## config.mk

```make
export PLATFORM = sky130hd
export DESIGN_NAME = audio_ctl_slave
export DESIGN_NICKNAME = d
export VERILOG_FILES = /design/src/rtl/aeq_pkg.sv /design/src/rtl/i2c_line_sync.sv /design/src/rtl/i2c_wr_rx.sv /design/src/rtl/eq_cmd_decode.sv /design/src/rtl/audio_ctl_slave.sv
export SDC_FILE = /design/constraint.sdc
export NUM_CORES = 1
export LEC_CHECK = 0
export BUFFER_PORTS_ARGS = -buffer_cell sky130_fd_sc_hd__buf_4
export CAP_MARGIN = 25
export CELL_PAD_IN_SITES_DETAIL_PLACEMENT = 0
export CELL_PAD_IN_SITES_GLOBAL_PLACEMENT = 1
export CORE_ASPECT_RATIO = 1.2
export CORE_MARGIN = 5
export CORE_UTILIZATION = 25
export CTS_BUF_LIST = sky130_fd_sc_hd__clkbuf_8
export DETAILED_ROUTE_END_ITERATION = 12
export GPL_ROUTABILITY_DRIVEN = 0
export GPL_TIMING_DRIVEN = 0
export PLACE_DENSITY_LB_ADDON = 0.15
export SLEW_MARGIN = 25
export SYNTH_ARGS = -nofsm -noshare
export SYNTH_HDL_FRONTEND = slang
export SYNTH_SLANG_ARGS = --single-unit
```

## constraint.sdc

```tcl
create_clock -name clk -period 2.1 [get_ports clk]
set_input_delay 0.105 -clock clk [delete_from_list [all_inputs] [get_ports clk]]
set_output_delay 0.105 -clock clk [all_outputs]
set_load 0.05 [all_outputs]
```

## src/rtl/aeq_pkg.sv

```systemverilog
package aeq_pkg;

    localparam int BYTE_W   = 8;
    localparam int VOL_W    = 6;
    localparam int MAG_W    = 3;
    localparam int BAND_W   = MAG_W + 1;
    localparam int VOL_MAX  = 47;
    localparam int VOL_RST  = 46;
    localparam int COARSE_LIMIT = 5;
    localparam logic [5:0] ADDR_HI = 6'b100001;

    typedef struct packed {
        logic             boost;
        logic [MAG_W-1:0] mag;
    } eq_set_t;

    localparam eq_set_t EQ_RST = '{boost: 1'b0, mag: 3'd6};

    typedef enum logic [2:0] {
        ST_IDLE,
        ST_ADDR,
        ST_ACK_WAIT,
        ST_ACK_DRV,
        ST_DATA,
        ST_IGNORE
    } rx_state_t;

    function automatic logic addr_hit(input logic [BYTE_W-1:0] b, input logic sel);
        return (b[7:1] == {ADDR_HI, sel}) && (b[0] == 1'b0);
    endfunction

    function automatic logic [VOL_W-1:0] vol_index(input logic [BYTE_W-1:0] b);
        logic [VOL_W-1:0] idx;
        if (b[5:3] > 3'(COARSE_LIMIT))
            idx = VOL_W'(VOL_MAX);
        else
            idx = {b[5:3], b[2:0]};
        return idx;
    endfunction

endpackage

```

## src/rtl/i2c_line_sync.sv

```systemverilog
module i2c_line_sync #(
    parameter int STAGES = 2
) (
    input  logic clk,
    input  logic rst,
    input  logic din,
    output logic sync_o,
    output logic prev_o
);
    logic [STAGES:0] chain;

    always_ff @(posedge clk) begin
        if (rst)
            chain <= '1;
        else
            chain <= {chain[STAGES-1:0], din};
    end

    assign sync_o = chain[STAGES-1];
    assign prev_o = chain[STAGES];
endmodule

```

## src/rtl/i2c_wr_rx.sv

```systemverilog
module i2c_wr_rx
    import aeq_pkg::*;
(
    input  logic              clk,
    input  logic              rst,
    input  logic              scl_s,
    input  logic              scl_p,
    input  logic              sda_s,
    input  logic              sda_p,
    input  logic              addr_sel,
    output logic              sda_oe,
    output logic              wr_valid,
    output logic [BYTE_W-1:0] wr_byte,
    output rx_state_t         state
);
    logic                scl_rise, scl_fall, bus_start, bus_stop;
    logic [2:0]          bit_cnt;
    logic [BYTE_W-1:0]   shreg;
    logic [BYTE_W-1:0]   next_byte;

    assign scl_rise  = scl_s & ~scl_p;
    assign scl_fall  = ~scl_s & scl_p;
    assign bus_start = scl_s & scl_p & sda_p & ~sda_s;
    assign bus_stop  = scl_s & scl_p & ~sda_p & sda_s;
    assign next_byte = {shreg[BYTE_W-2:0], sda_s};

    always_ff @(posedge clk) begin
        if (rst) begin
            state    <= ST_IDLE;
            bit_cnt  <= '0;
            shreg    <= '0;
            sda_oe   <= 1'b0;
            wr_valid <= 1'b0;
            wr_byte  <= '0;
        end else begin
            wr_valid <= 1'b0;
            if (bus_start) begin
                state   <= ST_ADDR;
                bit_cnt <= '0;
                sda_oe  <= 1'b0;
            end else if (bus_stop) begin
                state  <= ST_IDLE;
                sda_oe <= 1'b0;
            end else begin
                case (state)
                    ST_ADDR, ST_DATA: begin
                        if (scl_rise) begin
                            shreg   <= next_byte;
                            bit_cnt <= bit_cnt + 3'd1;
                            if (bit_cnt == 3'd7) begin
                                if (state == ST_ADDR) begin
                                    state <= addr_hit(next_byte, addr_sel) ? ST_ACK_WAIT : ST_IGNORE;
                                end else begin
                                    wr_valid <= 1'b1;
                                    wr_byte  <= next_byte;
                                    state    <= ST_ACK_WAIT;
                                end
                            end
                        end
                    end
                    ST_ACK_WAIT: begin
                        if (scl_fall) begin
                            sda_oe <= 1'b1;
                            state  <= ST_ACK_DRV;
                        end
                    end
                    ST_ACK_DRV: begin
                        if (scl_fall) begin
                            sda_oe  <= 1'b0;
                            bit_cnt <= '0;
                            state   <= ST_DATA;
                        end
                    end
                    default: ;
                endcase
            end
        end
    end
endmodule

```

## src/rtl/eq_cmd_decode.sv

```systemverilog
module eq_cmd_decode
    import aeq_pkg::*;
#(
    parameter int NBANDS = 5
) (
    input  logic                     clk,
    input  logic                     rst,
    input  logic                     wr_valid,
    input  logic [BYTE_W-1:0]        wr_byte,
    output logic [VOL_W-1:0]         vol_atten,
    output logic [NBANDS*BAND_W-1:0] eq_bands,
    output logic [NBANDS-1:0]        band_we
);
    logic is_eq;
    assign is_eq = wr_byte[7];

    always_ff @(posedge clk) begin
        if (rst)
            vol_atten <= VOL_W'(VOL_RST);
        else if (wr_valid && !is_eq)
            vol_atten <= vol_index(wr_byte);
    end

    for (genvar k = 0; k < NBANDS; k++) begin : g_band
        eq_set_t cur;
        assign band_we[k] = wr_valid && is_eq && (wr_byte[6:4] == 3'(k));

        always_ff @(posedge clk) begin
            if (rst)
                cur <= EQ_RST;
            else if (band_we[k])
                cur <= '{boost: wr_byte[3], mag: wr_byte[2:0]};
        end

        assign eq_bands[k*BAND_W +: BAND_W] = cur;
    end
endmodule

```

## src/rtl/audio_ctl_slave.sv

```systemverilog
module audio_ctl_slave
    import aeq_pkg::*;
#(
    parameter int SYNC_STAGES = 2,
    parameter int NBANDS      = 5
) (
    input  logic                     clk,
    input  logic                     rst,
    input  logic                     scl_i,
    input  logic                     sda_i,
    input  logic                     addr_sel,
    output logic                     sda_oe,
    output logic [VOL_W-1:0]         vol_atten,
    output logic [NBANDS*BAND_W-1:0] eq_bands
);
    logic              scl_s, scl_p, sda_s, sda_p;
    logic              wr_valid;
    logic [BYTE_W-1:0] wr_byte;
    logic [NBANDS-1:0] band_we;
    rx_state_t         rx_state;

    i2c_line_sync #(.STAGES(SYNC_STAGES)) u_scl (
        .clk(clk), .rst(rst), .din(scl_i), .sync_o(scl_s), .prev_o(scl_p)
    );

    i2c_line_sync #(.STAGES(SYNC_STAGES)) u_sda (
        .clk(clk), .rst(rst), .din(sda_i), .sync_o(sda_s), .prev_o(sda_p)
    );

    i2c_wr_rx u_rx (
        .clk(clk), .rst(rst),
        .scl_s(scl_s), .scl_p(scl_p), .sda_s(sda_s), .sda_p(sda_p),
        .addr_sel(addr_sel),
        .sda_oe(sda_oe), .wr_valid(wr_valid), .wr_byte(wr_byte),
        .state(rx_state)
    );

    eq_cmd_decode #(.NBANDS(NBANDS)) u_dec (
        .clk(clk), .rst(rst),
        .wr_valid(wr_valid), .wr_byte(wr_byte),
        .vol_atten(vol_atten), .eq_bands(eq_bands), .band_we(band_we)
    );
endmodule

```

; Word level (Yosys, flattened, before mapping)
; Cells that the tools add are included.
[totals]
mem_bits_rw = 0
reg_bits = 55
latch_bits = 0
input_bits = 5
romBits = 0
mem_count = 0
wordCells = 98
[op_classes]
shifts = 0
n_bitwise = 17
div = 0
addsub = 1
eq_ne = 18
multipliers = 0
reduce_logical = 24
n_mux = 17
magnitude_cmp = 1
[op_table]
columns = op, count
row1 = $mux 3, 8
row2 = $ne 4x1->1 const B, 4
row3 = $eq 3x2->1 const B, 4
row4 = $not 1->1, 10
row5 = $reduce_and 5->1, 2
row6 = $eq 3x3->1 const B, 3
row7 = $pmux 3 s3, 1
row8 = $logic_and 1x1->1, 8
row9 = $ne 2x1->1 const B, 4
row10 = $reduce_and 4->1, 2
row11 = $and 1x1->1, 7
row12 = $eq 7x7->1, 1
row13 = $eq 3x1->1 const B, 2
row14 = $mux 6, 1
row15 = $pmux 3 s2, 1
row16 = $reduce_and 6->1, 1
row17 = $reduce_or 6->1, 1
row18 = $mux 1, 5
row19 = $reduce_bool 5->1, 1
row20 = $reduce_bool 2->1, 2
row21 = $reduce_or 2->1, 2
row22 = $add 3x1->3 const B, 1
row23 = $gt 3x3->1 const B, 1
row24 = $logic_not 3->1, 1
row25 = other kinds (5), 5

; Longest topological paths before layout
; Gate-level depths: netlist (run 1).
[depth]
word_depth = 9
depth_mapped = 7
ltp_nobuf = 6

; Hierarchy
; From an unflattened synthesis (run 1), not the netlist that was laid out.
[hier_totals]
cells_unflattened = 242
area_unflattened_um2 = 2225.9
[by_module_without_submodules]
columns = module, n_inst, cells_each, area_each_um2
row1 = eq_cmd_decode, 1, 107, 1041.0
row2 = i2c_wr_rx, 1, 123, 1027.2
row3 = i2c_line_sync, 2, 6, 78.8

; Worst setup path after synthesis (run 1)
; Ideal clock, no wire load.
[synth_path]
path_kind = register to register
start = reg u_rx.bit_cnt[0]
end = reg u_rx.wr_byte[0]
required_time_ns = 1.972
path_buffers = 1
path_slack_ns = 0.619
arrival_ns = 1.353
stages_incl_launch_ff = 8
path_cell_list = dfxtp_1 > ha_1 > ha_1 > and4bb_1 > nand3b_1 > buf_4 > mux2i_1 > nor2_1
[synth_via]
elab_chain_len = 2
[synth_rtl]
columns = item, line_no
row1 = start: declaration, i2c_wr_rx.sv:17  ; logic [2:0] bit_cnt;
row2 = start signal: assignment, i2c_wr_rx.sv:49  ; bit_cnt <= bit_cnt + 3'd1;
row3 = $eq 3x3->1, i2c_wr_rx.sv:50  ; if (bit_cnt == 3'd7) begin
row4 = $reduce_and 6->1 (no source line), --
row5 = end signal: assignment, i2c_wr_rx.sv:55  ; wr_byte <= next_byte;
row6 = end: declaration, i2c_wr_rx.sv:13  ; output logic [BYTE_W-1:0] wr_byte,
; Every way passes these cells.
; A chain may end at the register's enable or synchronous reset.

; Worst setup path in the final report (run 1)
[layout_path]
start = reg u_rx.bit_cnt[0]
end = reg u_rx.wr_byte[6]
; Same word-level chain as after synthesis.

==> out/qor.yml, run 1 <==
post_synth.cell_area_avg_um2: 10.1
hold_viol_final: 0
seq_area_frac_synth_pct: 51.4
ys_warn_count: 0
overflow: 0
setup_viol: 0
irDropWorstVdd_v: 0.000232
wirelength_um: 4880
ctsLongestPathBuffers: 2
syn_to_final_growth_pct: 23.4
worstPathArrival_ns: 1.83
hold_class: "input pin to flip-flop"
ctsHtreeMaxLevel: 2
crit_path_start_kind: "flip-flop"
cts_sinks: 55
netSwitchingPower_uw: 382
die_y_um: 111
critPathKind: "flip-flop to flip-flop"
ioPinCount: 32
required_ns: 2.29
ys_types: 35
outcome: "finished clean"
slew_viol_final: 0
antennaDiodeCount: 0
tightest_slew_ns: 0.472
p_int_mw: 1.42
dpl.cell_count: 360
pwr-share-clk_pct: 38.2
r2r_start: "u_rx.bit_cnt[0]"
row_count: 37
min_period_ns: 1.65
fmax_mhz: 607
placed_area_um2: 2520
yosys.area.top_type_share_pct: 51.4
combPwrFrac_pct: 3.1
syn_nets: 219
stdcell_area_um2: 2640
synth-seq-cells: 55
timing.hold.ws_ns: 0.135
p_seq_share_pct: 58.7
dr_total_vias: 1540
die-area_um2: 10500
reg2reg_depth: 7
syn_inst: 212
drc: 0
sw_frac_of_total_pct: 21.2
track_usage_pct: 9.89
min_from: "rst"
core_area_um2: 8470
drt-wirelength-per-cell_um: 13.2
fin_tns_setup_ns: 0
drv_cap: 0
cts_root_buffer: "clkbuf_8"
grt_pass1_vias: 1624
die_x_um: 94.5
n_fill_cell: 892
cts_tree: "done"
finalNetCount: 259
ant_nets: 0
clkSlewWorstSetupHoldPaths_ns: 0.10
stdcell_count: 369
p_total_mw: 1.80
p_leak_nw: 1.17
antenna_found_initial: 0
p_per_area_nw_per_um2: 682
synthTopCellsByArea: "dfxtp_1, mux2i_1, nor2_1"
endpoint_kind: "flip-flop"
cts_resized: 0
grt_pass1_wl_um: 8180
clock_skew_ns: 0.00477
numCtsBuffers: 5
cp_max_fo: 9
synth_top_area_cell: "dfxtp_1"
dr.pass1.iters: 4
startpoint: "u_rx.bit_cnt[0]"
rsz0062_at_grt: "false"
fin_crit_sh_pct: 78.5
syn_area_um2: 2140
grt_max_degree: 16
place_hpwl_um: 3540
drive_gt1_share_pct: 20.6
io_buffer_count: 31
drt-initial-drc-count: 56
max_slew_margin_pct: 68.6
start_util_pct: 25.3
clk_latency_ns: 0.30
vias_per_cell: 4.17
worstHoldPathCells: 3
-- registers in the layout, indices dropped and copies added (netlist names) --
| register | cells |
|---|---|
| u_dec.eq_bands | 20 |
| u_dec.vol_atten | 6 |
| u_rx.bit_cnt | 3 |
| u_rx.sda_oe | 1 |
| u_rx.shreg | 7 |
| u_rx.state | 3 |
| u_rx.wr_byte | 8 |
| u_rx.wr_valid | 1 |
| u_scl.chain | 3 |
| u_sda.chain | 3 |
-- through the flow --
stage / setup slack (ns) / util [%]
floorplan: 0.619 / -
global placement: 0.457 / 29.7
detailed placement: 0.466 / 29.7
CTS: 0.445 / 31.2
global route: 0.366 / 31.2
finish: 0.452 / 31.2
-- cell type report --
cell class | instances | area (µm²) | area share, %
flip-flops and latches | 55 | 1100 | 41.7
multi-input cells | 144 | 973 | 36.8
repair buffers | 33 | 253 | 9.56
well taps | 117 | 146 | 5.54
clock buffers | 5 | 68.8 | 2.60
plain buffers | 10 | 55.1 | 2.08
clock inverters | 2 | 33.8 | 1.28
inverters | 3 | 11.3 | 0.426
-- path summary, 6_finish.rpt --
path,endpoint,slack (ns)
max,u_rx.wr_byte[6],0.45
min,u_rx.state[2],0.14
max reg2reg,u_rx.wr_byte[6],0.45
min reg2reg,u_scl.chain[1],0.42
-- routing by layer --
| metal | GRT usage [%] | up-vias | wire (µm) |
|---|---|---|---|
| met4 | 2.89 | 0 | 65 |
| met2 | 16.1 | 27 | 2370 |
| li1 | - | 802 | - |
| met3 | 3.04 | 6 | 200 |
| met1 | 12.5 | 705 | 2240 |
| met5 | 0 | - | 0 |
-- synth_stat cells, drive strengths merged --
master and count:
clkbuf 5, inv 3, a31oi 1, dfxtp 55, a21oi 6, mux2i 31, xor2 1, o221ai 1
o21bai 1, o211ai 1, a211oi 1, and2b 1, xnor2 2, nand4 2, and2 1, nor2 35
nor2b 8, and3 1, nand2b 5, nor3b 4, ha 2, buf 5, nand2 14, and4bb 2
a211o 6, or2 7, o22ai 4, nand3b 2, nand3 4, nor4b 1
-- power by group through the flow --
stage | Combinational, mW | Clock (mW) | Sequential [mW]
floorplan | 0.0369 | 0 | 1.08
global placement | 0.0549 | 0 | 1.08
detailed placement | 0.0540 | 0 | 1.08
CTS | 0.0572 | 0.712 | 1.06
global route | 0.0624 | 0.761 | 1.06
finish | 0.0558 | 0.689 | 1.06
-- placed cells by master, fill, tap and decap left out, types with 2 or more instances in the layout --
cell type	count
a211o_1	6
a21oi_1	6
and4bb_1	2
buf_2	2
buf_4	33
clkbuf_1	5
clkbuf_8	5
dfxtp_1	55
dlygate4sd3_1	2
ha_1	2
inv_1	4
mux2i_1	31
nand2_1	14
nand2b_1	5
nand3_1	4
nand4_1	2
nor2_1	34
nor2b_1	8
nor3b_1	3
o22ai_1	4
or2_2	7
xnor2_1	2
-- critical path, stage by stage, from the launching register on --
cell      delay (ns)
dfxtp_1         0.33
ha_1            0.20
ha_1            0.18
and4bb_1        0.25
nand3b_1        0.10
buf_4           0.20
mux2i_1         0.22
nor2_1          0.05
-- cell families after synthesis --
family	synth area share, %
AO/OA/AOI/OAI	6.78
XOR/XNOR	1.23
multiplexers	14.5
adder cells (fa/ha/maj)	1.17
flip-flops	51.4
buffers and inverters	3.10
AND/OR/NAND/NOR	21.8
-- repair_timing --
action | in CTS | in global routing
endpoints found under the setup margin | 0 | 0
endpoints found under the hold margin | 2 | 0
hold buffers | 2 | 0
buffers inserted | 0 | 0
Power figures use the tool's default switching activity.
==> inputs of run 2 (changes only) <==
- clock period: 2.1 -> 1.6 ns (I/O delays scaled with it)
==> out/qor.yml, run 2 (synthesized netlist as in run 1, its figures left out) <==
outcome: "finished clean"
min_period_ns: 1.58
placed_area_um2: 2520
tightest_slew_ns: 0.471
antennaDiodeCount: 0
max_stage_delay_ns: 0.35
dr.pass1.iters: 4
io_buffer_count: 31
cp_max_fo: 5
grt_pass1_wl_um: 8310
drv_cap: 0
cts_tree: "done"
ant_nets: 0
hold_viol_final: 0
largest_reg_flops: 20
grt_max_degree: 16
vias_per_cell: 4.16
max_slew_margin_pct: 68.6
drt-wirelength-per-cell_um: 13.3
drive_gt1_share_pct: 24.2
clkSlewWorstSetupHoldPaths_ns: 0.10
mostFrequentLayoutCells: "dfxtp_1, buf_4, nor2_1, mux2i_1, nand2_1"
core_area_um2: 8470
ctsLongestPathBuffers: 2
rsz0062_at_grt: "true"
cts_root_buffer: "clkbuf_8"
critPathKind: "flip-flop to flip-flop"
endpoint_kind: "flip-flop"
stdcell_area_um2: 2710
p_leak_nw: 1.19
die_y_um: 111
required_ns: 1.79
drc: 0
start_util_pct: 25.3
placement.setup.worst_slack_ns: -0.0338
crit_path_start_kind: "flip-flop"
cts_sinks: 55
critPathSlowestCell: "dfxtp_2"
worstPathArrival_ns: 1.77
cpLargestDelayFamily: "simple AND/OR/NAND/NOR gates"
place_hpwl_um: 3540
die-area_um2: 10500
path_cells: "ha_4, ha_4, and4bb_2, nand3b_1, buf_6, mux2i_1, nor2_1"
clock_skew_ns: 0.00494
wirelength_um: 4970
fmax_mhz: 633
slew_viol_final: 0
syn_to_final_growth_pct: 26.8
ioPinCount: 32
irDropWorstVdd_v: 0.000304
finalNetCount: 263
row_count: 37
path_buf_inv: 1
p_per_area_nw_per_um2: 872
drt-initial-drc-count: 50
grt_pass1_vias: 1649
crit_top_cell: "ha_4"
numCtsBuffers: 5
setup_viol: 0
dr_total_vias: 1550
clk_latency_ns: 0.30
overflow: 0
fin_crit_sh_pct: 98.8
track_usage_pct: 10.1
setup_slack_ns: 0.0198
ctsHtreeMaxLevel: 2
final_common_cell: "dfxtp_1"
hold_class: "input pin to flip-flop"
antenna_found_initial: 0
die_x_um: 94.5
==> run 2: cell count changes in the layout (fill, tap and decap cells not counted), sizes merged <==
cell,change
buf,+4
==> run 2: area by class of cell <==
class / count / area [µm²]
plain buffers: 10 / 58.8
clock buffers: 5 / 68.8
clock inverters: 2 / 33.8
fillers: 885 / 5760
inverters: 3 / 11.3
multi-input cells: 144 / 1000
flip-flops and latches: 55 / 1100
well taps: 117 / 146
repair buffers: 37 / 287
==> run 2: worst min-delay path, delay by kind of cell <==
kind	cells	cell delay (ns)
compound gates	2	0.21
buf+inv	1	0.08
==> run 2: per-stage QoR <==
step / setup TNS (ns) / hold slack, ns / util [%] / cells / power, mW
after floorplan: 0 / 0.184 / - / 212 / 1.47
after global placement: -0.309 / 0.265 / 29.7 / 360 / 1.49
after detailed placement: -0.137 / 0.268 / 29.7 / 360 / 1.49
after CTS: 0 / 0.103 / 31.6 / 372 / 2.40
after global routing: -0.226 / 0.123 / 32.0 / 373 / 2.47
final: 0 / 0.110 / 32.0 / 373 / 2.37
==> run 2: metal layers <==
metal  track usage, %  share of wire (%)  vias to the layer above
met4             2.89                1.3                        0
li1                 -                  -                      807
met3             3.04                4.0                        6
met1             12.8                 46                      710
met2             16.5                 49                       27
met5                0                  0                        -
==> run 2: where the power goes <==
| part | internal (mW) | total [mW] | leakage (nW) | switching (mW) |
|---|---|---|---|---|
| combinational | 0.0343 | 0.0741 | 0.686 | 0.0398 |
| sequential | 1.38 | 1.39 | 0.446 | 0.0114 |
| clock | 0.454 | 0.904 | 0.0554 | 0.450 |
| total | 1.87 | 2.37 | 1.19 | 0.501 |
==> run 2: what timing repair did <==
item	in CTS	in global routing
endpoints found under the setup margin	8	9
hold endpoints to repair	2	0
resized for setup	6	5
hold buffers	2	0
setup buffers	2	1
cloned	1	0
pin swaps	0	1
==> run 2: path summary, 6_finish.rpt <==
check	from	to	slack, ns	depth (start not counted)
worst min-delay path	rst	u_rx.state[2]	0.11	3
worst max-delay path	u_rx.bit_cnt[1]	u_rx.wr_byte[6]	0.02	7
worst min register to register	u_scl.chain[0]	u_scl.chain[1]	0.42	1
worst max register to register	u_rx.bit_cnt[1]	u_rx.wr_byte[6]	0.02	7
==> inputs of run 3 (changes only) <==
- BUFFER_PORTS_ARGS: -buffer_cell sky130_fd_sc_hd__buf_4 -> unset
- DONT_BUFFER_PORTS: unset -> 1
==> out/qor.yml, run 3 (synthesized netlist as in run 1, its figures left out) <==
min_period_ns: 1.53
antennaDiodeCount: 0
largest_reg_flops: 20
crit_path_start_kind: "flip-flop"
max_stage_delay_ns: 0.35
ioPinCount: 32
max_slew_margin_pct: 63.9
drt-initial-drc-count: 57
dr_total_vias: 1445
drive_gt1_share_pct: 13.4
endpoint_kind: "flip-flop"
ctsHtreeMaxLevel: 2
row_count: 37
hold_viol_final: 0
dr.pass1.iters: 4
outcome: "finished clean"
hold_class: "input pin to flip-flop"
mostFrequentLayoutCells: "dfxtp_1, nor2_1, mux2i_1, nand2_1, nor2b_1"
p_per_area_nw_per_um2: 946
drc: 0
final_common_cell: "dfxtp_1"
final_core_util_pct: 29.1
start_util_pct: 25.3
fmax_mhz: 652
finalNetCount: 231
overflow: 0
dpl.cell_count: 329
syn_to_final_growth_pct: 15.3
stdcell_count: 341
clkSlewWorstSetupHoldPaths_ns: 0.09
grt_pass1_vias: 1483
cts_tree: "done"
required_ns: 1.78
worstPathArrival_ns: 1.71
critPathKind: "flip-flop to flip-flop"
timing.hold.ws_ns: 0.0211
ant_nets: 0
core_area_um2: 8470
crit_top_cell: "ha_4"
vias_per_cell: 4.24
place_hpwl_um: 3530
tightest_slew_ns: 0.540
cpLargestDelayFamily: "simple AND/OR/NAND/NOR gates"
track_usage_pct: 9.95
cp_max_fo: 4
clk_latency_ns: 0.30
die_x_um: 94.5
fin_crit_sh_pct: 95.9
die_y_um: 111
clock_skew_ns: 0.00370
grt_pass1_wl_um: 8140
drt-wirelength-per-cell_um: 14.4
grt_max_degree: 16
die-area_um2: 10500
wirelength_um: 4920
antenna_found_initial: 0
cts_root_buffer: "clkbuf_8"
path_cells: "ha_4, ha_4, and4bb_2, nand3b_1, buf_4, mux2i_1, nor2_1"
ctsLongestPathBuffers: 2
irDropWorstVdd_v: 0.000351
setup_viol: 0
rsz0062_at_grt: "true"
path_buf_inv: 1
numCtsBuffers: 5
critPathSlowestCell: "dfxtp_2"
p_leak_nw: 1.03
io_buffer_count: 0
cts_sinks: 55
slew_viol_final: 0
drv_cap: 0
==> run 3: cell count changes in the layout (fill, tap and decap cells not counted) <==
cell	previous run	this run
nor4b_2	1	0
buf_6	3	2
a211oi_2	0	1
a211oi_1	1	0
buf_4	35	4
nor4b_1	0	1
==> run 3: report_power, final <==
group          switching, mW  leakage (nW)  internal [mW]
combinational         0.0395         0.530         0.0292
clock                  0.425        0.0554          0.453
sequential            0.0114         0.446           1.38
==> run 3: per-stage QoR <==
step                setup WS, ns  TNS [ns]  instance area, µm²  power (mW)
finish                    0.0661         0                2470        2.34
global placement         -0.0325    -0.231                2290        1.49
CTS                       0.0297         0                2440        2.39
global route             -0.0444    -0.144                2470        2.46
floorplan                  0.119         0                2140        1.47
detailed placement       -0.0354    -0.204                2290        1.49
==> run 3: per-layer routing <==
layer	routed length, µm	vias up	global-route usage, %
li1	-	747	-
met1	2190	672	12.5
met2	2380	24	16.2
met3	325	2	3.51
met4	25	0	2.60
met5	0	-	0
==> run 3: worst paths after layout <==
check / cells past startpoint / start / slack (ns) / endpoint
hold reg to reg: 1 / u_scl.chain[0] / 0.42 / u_scl.chain[1]
setup reg to reg: 7 / u_rx.bit_cnt[1] / 0.07 / u_rx.wr_byte[4]
hold / removal: 2 / rst / 0.02 / u_rx.state[2]
setup / recovery: 7 / u_rx.bit_cnt[1] / 0.07 / u_rx.wr_byte[4]
==> run 3: cell type report <==
type / instances / area (µm²)
buffer: 10 / 58.8
clock buffer: 5 / 68.8
clock inverter: 2 / 33.8
fill: 914 / 6000
inverter: 3 / 11.3
multi-input combinational: 144 / 1000
sequential: 55 / 1100
tap: 117 / 146
timing repair buffer: 5 / 42.5
==> run 3: timing repair <==
| action | CTS | global route |
|---|---|---|
| hold endpoints to repair | 2 | 0 |
| setup endpoints to repair | 8 | 9 |
| pin swaps | 0 | 2 |
| buffers inserted | 2 | 0 |
| gates cloned | 1 | 0 |
| gates resized for setup | 6 | 4 |
| hold buffers | 2 | 0 |
